**src/rtl/nbt_pkg.sv**
```systemverilog
package nbt_pkg;

    typedef enum logic [2:0] {
        ST_IDLE,
        ST_WR_SETUP,
        ST_WR_PULSE,
        ST_WR_HOLD,
        ST_WR_RECOVER,
        ST_RD_ACCESS,
        ST_DONE
    } nbt_state_e;

    // Returns an interval length of at least one clock.
    function automatic int unsigned nbt_clamp(input int unsigned v);
        return (v == 0) ? 1 : v;
    endfunction

    function automatic int unsigned nbt_max(input int unsigned a, input int unsigned b);
        return (a > b) ? a : b;
    endfunction

endpackage

```
**src/rtl/nbt_interval_cnt.sv**
```systemverilog
module nbt_interval_cnt #(
    parameter int unsigned CW = 4
) (
    input  logic          clk,
    input  logic          rst,
    input  logic          load,
    input  logic [CW-1:0] load_val,
    output logic          expired
);
    logic [CW-1:0] cnt_q;

    always_ff @(posedge clk or posedge rst) begin
        if (rst) begin
            cnt_q <= '0;
        end else if (load) begin
            cnt_q <= load_val;
        end else if (cnt_q != '0) begin
            cnt_q <= cnt_q - 1'b1;
        end
    end

    assign expired = (cnt_q == '0);
endmodule

```
**src/rtl/nbt_pin_drive.sv**
```systemverilog
module nbt_pin_drive
    import nbt_pkg::*;
(
    input  logic       clk,
    input  logic       rst,
    input  nbt_state_e state_nx,
    output logic       ce_n,
    output logic       oe_n,
    output logic       we_n,
    output logic       dq_oe,
    output logic       done
);
    logic ce_d, oe_d, we_d, dq_d, done_d;

    // Pin levels for the state being entered, registered so the pins are glitch free.
    always_comb begin
        ce_d   = 1'b1;
        oe_d   = 1'b1;
        we_d   = 1'b1;
        dq_d   = 1'b0;
        done_d = 1'b0;
        unique case (state_nx)
            ST_IDLE: ;
            ST_WR_SETUP: begin
                ce_d = 1'b0;
                dq_d = 1'b1;
            end
            ST_WR_PULSE: begin
                ce_d = 1'b0;
                we_d = 1'b0;
                dq_d = 1'b1;
            end
            ST_WR_HOLD: begin
                ce_d = 1'b0;
                dq_d = 1'b1;
            end
            ST_WR_RECOVER: ;
            ST_RD_ACCESS: begin
                ce_d = 1'b0;
                oe_d = 1'b0;
            end
            ST_DONE: done_d = 1'b1;
            default: ;
        endcase
    end

    always_ff @(posedge clk or posedge rst) begin
        if (rst) begin
            ce_n  <= 1'b1;
            oe_n  <= 1'b1;
            we_n  <= 1'b1;
            dq_oe <= 1'b0;
            done  <= 1'b0;
        end else begin
            ce_n  <= ce_d;
            oe_n  <= oe_d;
            we_n  <= we_d;
            dq_oe <= dq_d;
            done  <= done_d;
        end
    end
endmodule

```
**src/rtl/nor_bus_timer.sv**
```systemverilog
module nor_bus_timer
    import nbt_pkg::*;
#(
    parameter int unsigned AW    = 16,
    parameter int unsigned DW    = 16,
    parameter int unsigned T_AS  = 2,
    parameter int unsigned T_AH  = 3,
    parameter int unsigned T_DH  = 1,
    parameter int unsigned T_WPH = 2,
    parameter int unsigned T_AA  = 4
) (
    input  logic          clk,
    input  logic          rst,
    input  logic          req_valid,
    input  logic          req_write,
    input  logic [AW-1:0] req_addr,
    input  logic [DW-1:0] req_wdata,
    output logic          idle,
    output logic          done,
    output logic [DW-1:0] rdata,
    output logic          flash_ce_n,
    output logic          flash_oe_n,
    output logic          flash_we_n,
    output logic [AW-1:0] flash_addr,
    output logic [DW-1:0] flash_dq_o,
    output logic          flash_dq_oe,
    input  logic [DW-1:0] flash_dq_i
);
    localparam int unsigned N_AS  = nbt_clamp(T_AS);
    localparam int unsigned N_AH  = nbt_clamp(T_AH);
    localparam int unsigned N_DH  = nbt_clamp(T_DH);
    localparam int unsigned N_WPH = nbt_clamp(T_WPH);
    localparam int unsigned N_AA  = nbt_clamp(T_AA);
    localparam int unsigned N_MAX = nbt_max(nbt_max(nbt_max(N_AS, N_AH), nbt_max(N_DH, N_WPH)), N_AA);
    localparam int unsigned CW    = (N_MAX > 1) ? $clog2(N_MAX) : 1;

    nbt_state_e    state_q, state_nx;
    logic          cnt_load;
    logic [CW-1:0] cnt_val;
    logic          cnt_expired;
    logic          accept;
    logic [AW-1:0] addr_q;
    logic [DW-1:0] wdata_q;
    logic [DW-1:0] rdata_q;

    assign accept = (state_q == ST_IDLE) && req_valid;

    // State register.
    always_ff @(posedge clk or posedge rst) begin
        if (rst) state_q <= ST_IDLE;
        else     state_q <= state_nx;
    end

    // Next state and interval loading.
    always_comb begin
        state_nx = state_q;
        cnt_load = 1'b0;
        cnt_val  = '0;
        unique case (state_q)
            ST_IDLE: begin
                if (req_valid) begin
                    cnt_load = 1'b1;
                    if (req_write) begin
                        state_nx = ST_WR_SETUP;
                        cnt_val  = CW'(N_AS - 1);
                    end else begin
                        state_nx = ST_RD_ACCESS;
                        cnt_val  = CW'(N_AA - 1);
                    end
                end
            end
            ST_WR_SETUP: begin
                if (cnt_expired) begin
                    state_nx = ST_WR_PULSE;
                    cnt_load = 1'b1;
                    cnt_val  = CW'(N_AH - 1);
                end
            end
            ST_WR_PULSE: begin
                if (cnt_expired) begin
                    state_nx = ST_WR_HOLD;
                    cnt_load = 1'b1;
                    cnt_val  = CW'(N_DH - 1);
                end
            end
            ST_WR_HOLD: begin
                if (cnt_expired) begin
                    state_nx = ST_WR_RECOVER;
                    cnt_load = 1'b1;
                    cnt_val  = CW'(N_WPH - 1);
                end
            end
            ST_WR_RECOVER: begin
                if (cnt_expired) state_nx = ST_DONE;
            end
            ST_RD_ACCESS: begin
                if (cnt_expired) state_nx = ST_DONE;
            end
            ST_DONE: state_nx = ST_IDLE;
            default: state_nx = ST_IDLE;
        endcase
    end

    nbt_interval_cnt #(.CW(CW)) u_cnt (
        .clk      (clk),
        .rst      (rst),
        .load     (cnt_load),
        .load_val (cnt_val),
        .expired  (cnt_expired)
    );

    nbt_pin_drive u_pins (
        .clk      (clk),
        .rst      (rst),
        .state_nx (state_nx),
        .ce_n     (flash_ce_n),
        .oe_n     (flash_oe_n),
        .we_n     (flash_we_n),
        .dq_oe    (flash_dq_oe),
        .done     (done)
    );

    // Request latch and read capture.
    always_ff @(posedge clk or posedge rst) begin
        if (rst) begin
            addr_q  <= '0;
            wdata_q <= '0;
            rdata_q <= '0;
        end else begin
            if (accept) begin
                addr_q  <= req_addr;
                wdata_q <= req_wdata;
            end
            if ((state_q == ST_RD_ACCESS) && cnt_expired) begin
                rdata_q <= flash_dq_i;
            end
        end
    end

    assign idle       = (state_q == ST_IDLE);
    assign flash_addr = addr_q;
    assign flash_dq_o = wdata_q;
    assign rdata      = rdata_q;
endmodule

```
**config.mk**
```make
export PLATFORM = sky130hd
export DESIGN_NAME = nor_bus_timer
export DESIGN_NICKNAME = d
export VERILOG_FILES = /design/src/rtl/nbt_pkg.sv /design/src/rtl/nbt_interval_cnt.sv /design/src/rtl/nbt_pin_drive.sv /design/src/rtl/nor_bus_timer.sv
export SDC_FILE = /design/constraint.sdc
export NUM_CORES = 1
export LEC_CHECK = 0
export ABC_AREA = 1
export BUFFER_PORTS_ARGS = -buffer_cell sky130_fd_sc_hd__buf_2
export CORE_MARGIN = 2
export CORE_UTILIZATION = 47
export CTS_BUF_LIST = sky130_fd_sc_hd__clkbuf_16
export CTS_CLUSTER_SIZE = 8
export DETAILED_ROUTE_END_ITERATION = 6
export PLACE_DENSITY = 0.91
export SLEW_MARGIN = 20
export SYNTH_ARGS = -nofsm -noshare
export SYNTH_HDL_FRONTEND = slang
export SYNTH_SLANG_ARGS = --single-unit
```
**constraint.sdc**
```tcl
create_clock -name clk -period 1.8 [get_ports clk]
set_input_delay 0.09 -clock clk [delete_from_list [all_inputs] [get_ports clk]]
set_output_delay 0.09 -clock clk [all_outputs]
set_load 0.005 [all_outputs]
```
* Yosys cells after proc, flatten, opt, wreduce, memory -nomap -nowiden
Cells that the tools add are included.
** Word-level totals
- Register bits :: 58
- Input bits :: 52
- Output and inout port bits :: 54
- Word-level logic and storage cells :: 53
** Cells by class
- Add/sub/neg operators :: 1
- Equality and inequality tests :: 10
- Multiplexer cells :: 22
- Reductions and logical operators :: 10
** Operator list (number)
- $mux W3 :: 6
- $pmux W3 S5 :: 1
- $eq A3 B2 Y1 const B :: 4
- $eq A3 B3 Y1 const B :: 4
- $mux W2 :: 5
- $mux W1 :: 8
- $eq A3 B1 Y1 const B :: 2
- $pmux W2 S3 :: 1
- $reduce_or A3 Y1 :: 2
- $reduce_bool A2 Y1 :: 2
- $reduce_or A4 Y1 :: 1
- $logic_not A3 Y1 :: 1
- $logic_and A1 B1 Y1 :: 2
- $logic_not A2 Y1 :: 1
- $pmux W1 S2 :: 1
- $reduce_or A2 Y1 :: 1
- $sub A2 B1 Y2 const B :: 1

* Depth between registers and ports, before layout
- Word-level depth :: 6
- Depth in mapped cells :: 10
- Gate-level depth less buffers :: 10

* Cells and area by module
Synthesis repeated with hierarchy kept, for this count alone.
** Second synthesis, totals
- Cell total of the unflattened synthesis :: 275
- Area total of the unflattened synthesis :: 2438.6 um2
** By module, submodules not included
- nor_bus_timer :: instances 1, cells an instance 244, area an instance 2144.6 um2, seq. area each 1276.2 um2
- nbt_pin_drive :: instances 1, cells an instance 14, area an instance 171.4 um2, seq. area each 128.9 um2
- nbt_interval_cnt :: instances 1, cells an instance 17, area an instance 122.6 um2, seq. area each 50.0 um2

* Worst setup path before layout
Ideal clock, no wire load.
- Kind :: reg-to-reg
- Start :: register u_cnt.cnt_q[0]
- End :: register u_cnt.cnt_q[0]
- Library setup time :: 0.117 ns
- Arrival time :: 1.218 ns
- Required time :: 1.683 ns
- Slack :: 0.465 ns
- Stages on the path, launching flop included :: 10
- Path buffers :: 0
- Period minus slack after synthesis :: 1.335 ns
- Cells stage by stage :: dfrtp_1 > inv_1 > ha_1 > inv_1 > nor2_1 > nand2_1 > nand3_2 > inv_1 > nand2_1 > nand2_1
** On the way
- Word-level cells in the longest chain between the ends :: 4
** RTL lines
- start: declaration :: line nbt_interval_cnt.sv:10 : logic [CW-1:0] cnt_q;
- start signal: assignment :: line nbt_interval_cnt.sv:16 : cnt_q <= load_val;
- start signal: assignment :: line nbt_interval_cnt.sv:18 : cnt_q <= cnt_q - 1'b1;
- $logic_not A2 Y1 :: line nbt_interval_cnt.sv:22 : assign expired = (cnt_q == '0);
- $mux W1 :: line nor_bus_timer.sv:73, nor_bus_timer.sv:80, nor_bus_timer.sv:87
- $pmux W2 S3 / $pmux W1 S2 (equally long branches) :: line nor_bus_timer.sv:59 : unique case (state_q)
- $mux W2 / $reduce_bool A2 Y1 (equally long branches)
Parallel ways exist; a longest one is shown, timed or not. The select of a mux whose other input is x is not followed.
A chain may end at the register's enable or synchronous reset.

* Final worst setup path
- Start :: register u_cnt.cnt_q[0]
- End :: register u_pins.dq_oe
** On the way
- Word-level cells in the longest chain between the ends :: 6
** RTL lines
- $logic_not A2 Y1 (*) :: line nbt_interval_cnt.sv:22
- $mux W3 (on tied branches)
- $pmux W3 S5 (*) :: line nor_bus_timer.sv:59
- $eq A3 B1 Y1 / $eq A3 B2 Y1 (equally long branches) :: line nbt_pin_drive.sv:22 : unique case (state_nx)
- $reduce_or A3 Y1 (no line) (*)
- $mux W1 (*) :: line nbt_pin_drive.sv:22
- named net u_pins.dq_d :: line nbt_pin_drive.sv:13 : logic ce_d, oe_d, we_d, dq_d, done_d;
- end signal: assignment :: line nbt_pin_drive.sv:58 : dq_oe <= dq_d;
- end: declaration :: line nbt_pin_drive.sv:10 : output logic dq_oe,
Mark *: on every way through the listed nets, which the timed path passes. The rest lies on a longest branch.

==> results.md <==
* Hold WC Path Type: input pin to register
* Worst r2r src: u_cnt.cnt_q[0]
* Post-DRT Antenna Nets at 0
* Die ar. at around 5700 um^2
* Crit end category: register
* Ports at between 100 and 150
* Syn_nets at 326
* Post-CTS Resized at 0
* Starting Density at 47.92%
* EDFF count, synth at 0
* Fillcell total at between 300 and 400
* DPL Wire Length at 3.654 mm
* Reg power frac at ~37%
* Port Buffers at about 110
* RSZ-0062 raised after global routing: false
* Hold_buf cts at 37
* DP Worst Slack at approximately 0.25 ns
* Hold violation count in the final report at 0
* Synth Cell Area at about 2400 um^2
* Post-synth top area share at about 57%
* Routed vias at between 2k and 2.5k
* Setup bufs post-CTS at 0
* Worst-Skew Late Latency at 0.32 ns
* Final setup skew at approximately 0.0064 ns
* Setup CP Type: register to register
* Sw Ratio at 33.45%
* Die H at approximately 76 um
* Hold_ws at ~0.013 ns
* Leak at 2.126 nW
* Status: complete, no violations
* Ys async rst share at between 90% and 100%
* Die span in x at ~76 um
* Worst vdd ir at 1180 uV
* Synth Register Bits at 58
* Seq/Total Area, Yosys at around 60%
* Pwr Density at approximately 1700 nW/um^2
* Worst EP required at ~2.0 ns
* Global Route Usage Sum at 21.26%
* Initial DRC Count at roughly 110
* Top cells by count, synth: 134 x nand2_1, 55 x dfrtp_1, 32 x inv_1, 10 x o21ai_1, 8 x nand3_1
* Setup crit start: u_cnt.cnt_q[0]
* N_diodes at 0
* Data arrival, critical path at around 1.8 ns
* Top-count cell post-synth: nand2_1
* Pins Over Slew Limit at 0
* Post-Syn Instances at around 270
* Largest net degree at the start of global routing at 38
* Total chip power at between 0.006 and 0.007 W
* Net Sw Power at 0.002086 W
* DRC at 0
* Core box area at 5042 um^2
* Vias in the first global route at 2168
* Worst Tran Pin Value at 0.5798 ns
* DR vias/cell at ~4.5
* Max Buffers Root-to-Sink at 2
* Final Routed Wirelength at approximately 5.9 mm
* Cell taking the most area after synthesis: dfrtp_1
* Setup-failing EPs final at 0
* Clock-pin slew on the worst setup and hold paths at ~0.05 ns
* First-pass GRT wire length at about 9 mm
* Clock power share at 27.6%
* GPL Wtd Cong at around 0.75
* Yosys cell types at 19
* Area growth from synthesis to layout at 52.20%
* Final Critical Period at about 1.6 ns
* Share of cells above drive strength 1 at 32.47%
* Final nets at about 470
* Worst hold path startpoint: flash_dq_i[9]
* Number of antenna violations at the first check in global routing at 0
* Root Driver: clkbuf_16
* Fin crit share at approximately 87%
* Int Pwr at about 0.0041 W
* H-tree depth at 3
* Setup_tns at 0 ns
* Fmax at 641.6 MHz
* Combinational Power Share at 35.3%
* Synth warn at 0
* CTS buffer count at 9
* PnR worst setup slack at ~0.24 ns
* Top FF cell, synth: dfrtp_1
* Row count at 26
* TritonRoute pass-1 iters at 4
* Synth Area per Inst at ~8.9 um^2
* WL/cell at between 10 and 15 um
* Largest cells by area after synthesis: dfrtp_1 57%, nand2_1 21%, inv_1 5.0%
* Clk sink count at between 50 and 60
* Worst Setup Start Kind: register
* Gr ovfl total at 0
* Max cap viols at 0
* Slew margin rel. at 61.29%
* CP Max Fanout at 6
* TritonCTS clock tree: yes
-- worst paths after layout --
kind | endpoint | slack, ns | cells after the start
min | rdata[9] | 0.01 | 3
min reg2reg | u_cnt.cnt_q[1] | 0.47 | 2
max in group asynchronous | flash_addr[1] | 0.85 | 4
min in group asynchronous | u_cnt.cnt_q[0] | 0.39 | 3
max reg2reg | u_pins.dq_oe | 0.24 | 8
max | u_pins.dq_oe | 0.24 | 8
-- power by group through the flow --
stage	sequential, W	combinational [W]	clock, W
after floorplan	0.00235	0.00123	0
after global placement	0.00228	0.00205	0
after detailed placement	0.00229	0.00215	0
after CTS	0.00229	0.00222	0.00176
after global routing	0.00238	0.00255	0.00182
final	0.00231	0.00220	0.00172
-- worst max-delay path: stages (launching register included) --
cell and delay [ns]:
dfrtp_1 0.37, inv_1 0.08, ha_1 0.30, inv_1 0.10, nor2_1 0.18, nand2_1 0.12, nand3_4 0.10, nand2_4 0.06
a21oi_1 0.16
-- through the flow --
step                      util (%)  std cells  cell area, um^2
after global routing         72.93        495             3677
final                        72.93        495             3677
after CTS                    72.93        495             3677
after global placement       59.43        442             2997
after detailed placement     59.43        442             2997
after floorplan                  -        273             2416
-- layout by cell type (no fill, tap or decap), drive strengths merged --
| master | n |
|---|---|
| a21oi | 1 |
| buf | 109 |
| bufinv | 2 |
| clkbuf | 9 |
| clkinv | 3 |
| clkinvlp | 1 |
| dfrtp | 55 |
| dfstp | 3 |
| dlygate4sd3 | 37 |
| ha | 1 |
| inv | 33 |
| nand2 | 135 |
| nand3 | 11 |
| nand3b | 1 |
| nor2 | 7 |
| nor3 | 1 |
| o21ai | 16 |
-- registers in the layout, indices dropped and copies added (netlist names) --
signal and count:
flash_addr 16, flash_dq_o 16, rdata 16, state_q 3, u_cnt.cnt_q 2, u_pins.ce_n 1
u_pins.done 1, u_pins.dq_oe 1, u_pins.oe_n 1, u_pins.we_n 1
-- logic make-up (layout without fill, tap and decap cells) --
| group | Yosys count | in the layout | synth area share, % |
|---|---|---|---|
| buffers and inverters | 42 | 194 | 8.597 |
| adders and majority gates | 1 | 1 | 0.5178 |
| and+or+nand+nor | 155 | 155 | 26.20 |
| AOI/OAI and AO/OA | 17 | 17 | 4.454 |
| DFF | 58 | 58 | 60.23 |
-- routing by layer --
metal / share of wire [%] / track usage (%)
met4: 1.6 / 11.31
met1: 40 / 22.37
met2: 51 / 37.87
met5: 0 / 0
met3: 7.0 / 6.614
-- layout make-up --
class,instances,area [um^2],share of cell area (%)
Sequential cell,58,1455,39.57
Clock buffer,9,225.2,6.125
Inverter,32,120.1,3.266
Tap cell,70,87.58,2.382
Clock inverter,7,85.08,2.314
Timing Repair Buffer,146,950.9,25.86
Multi-Input combinational cell,173,753.2,20.48
Power figures use the tool's default switching activity.
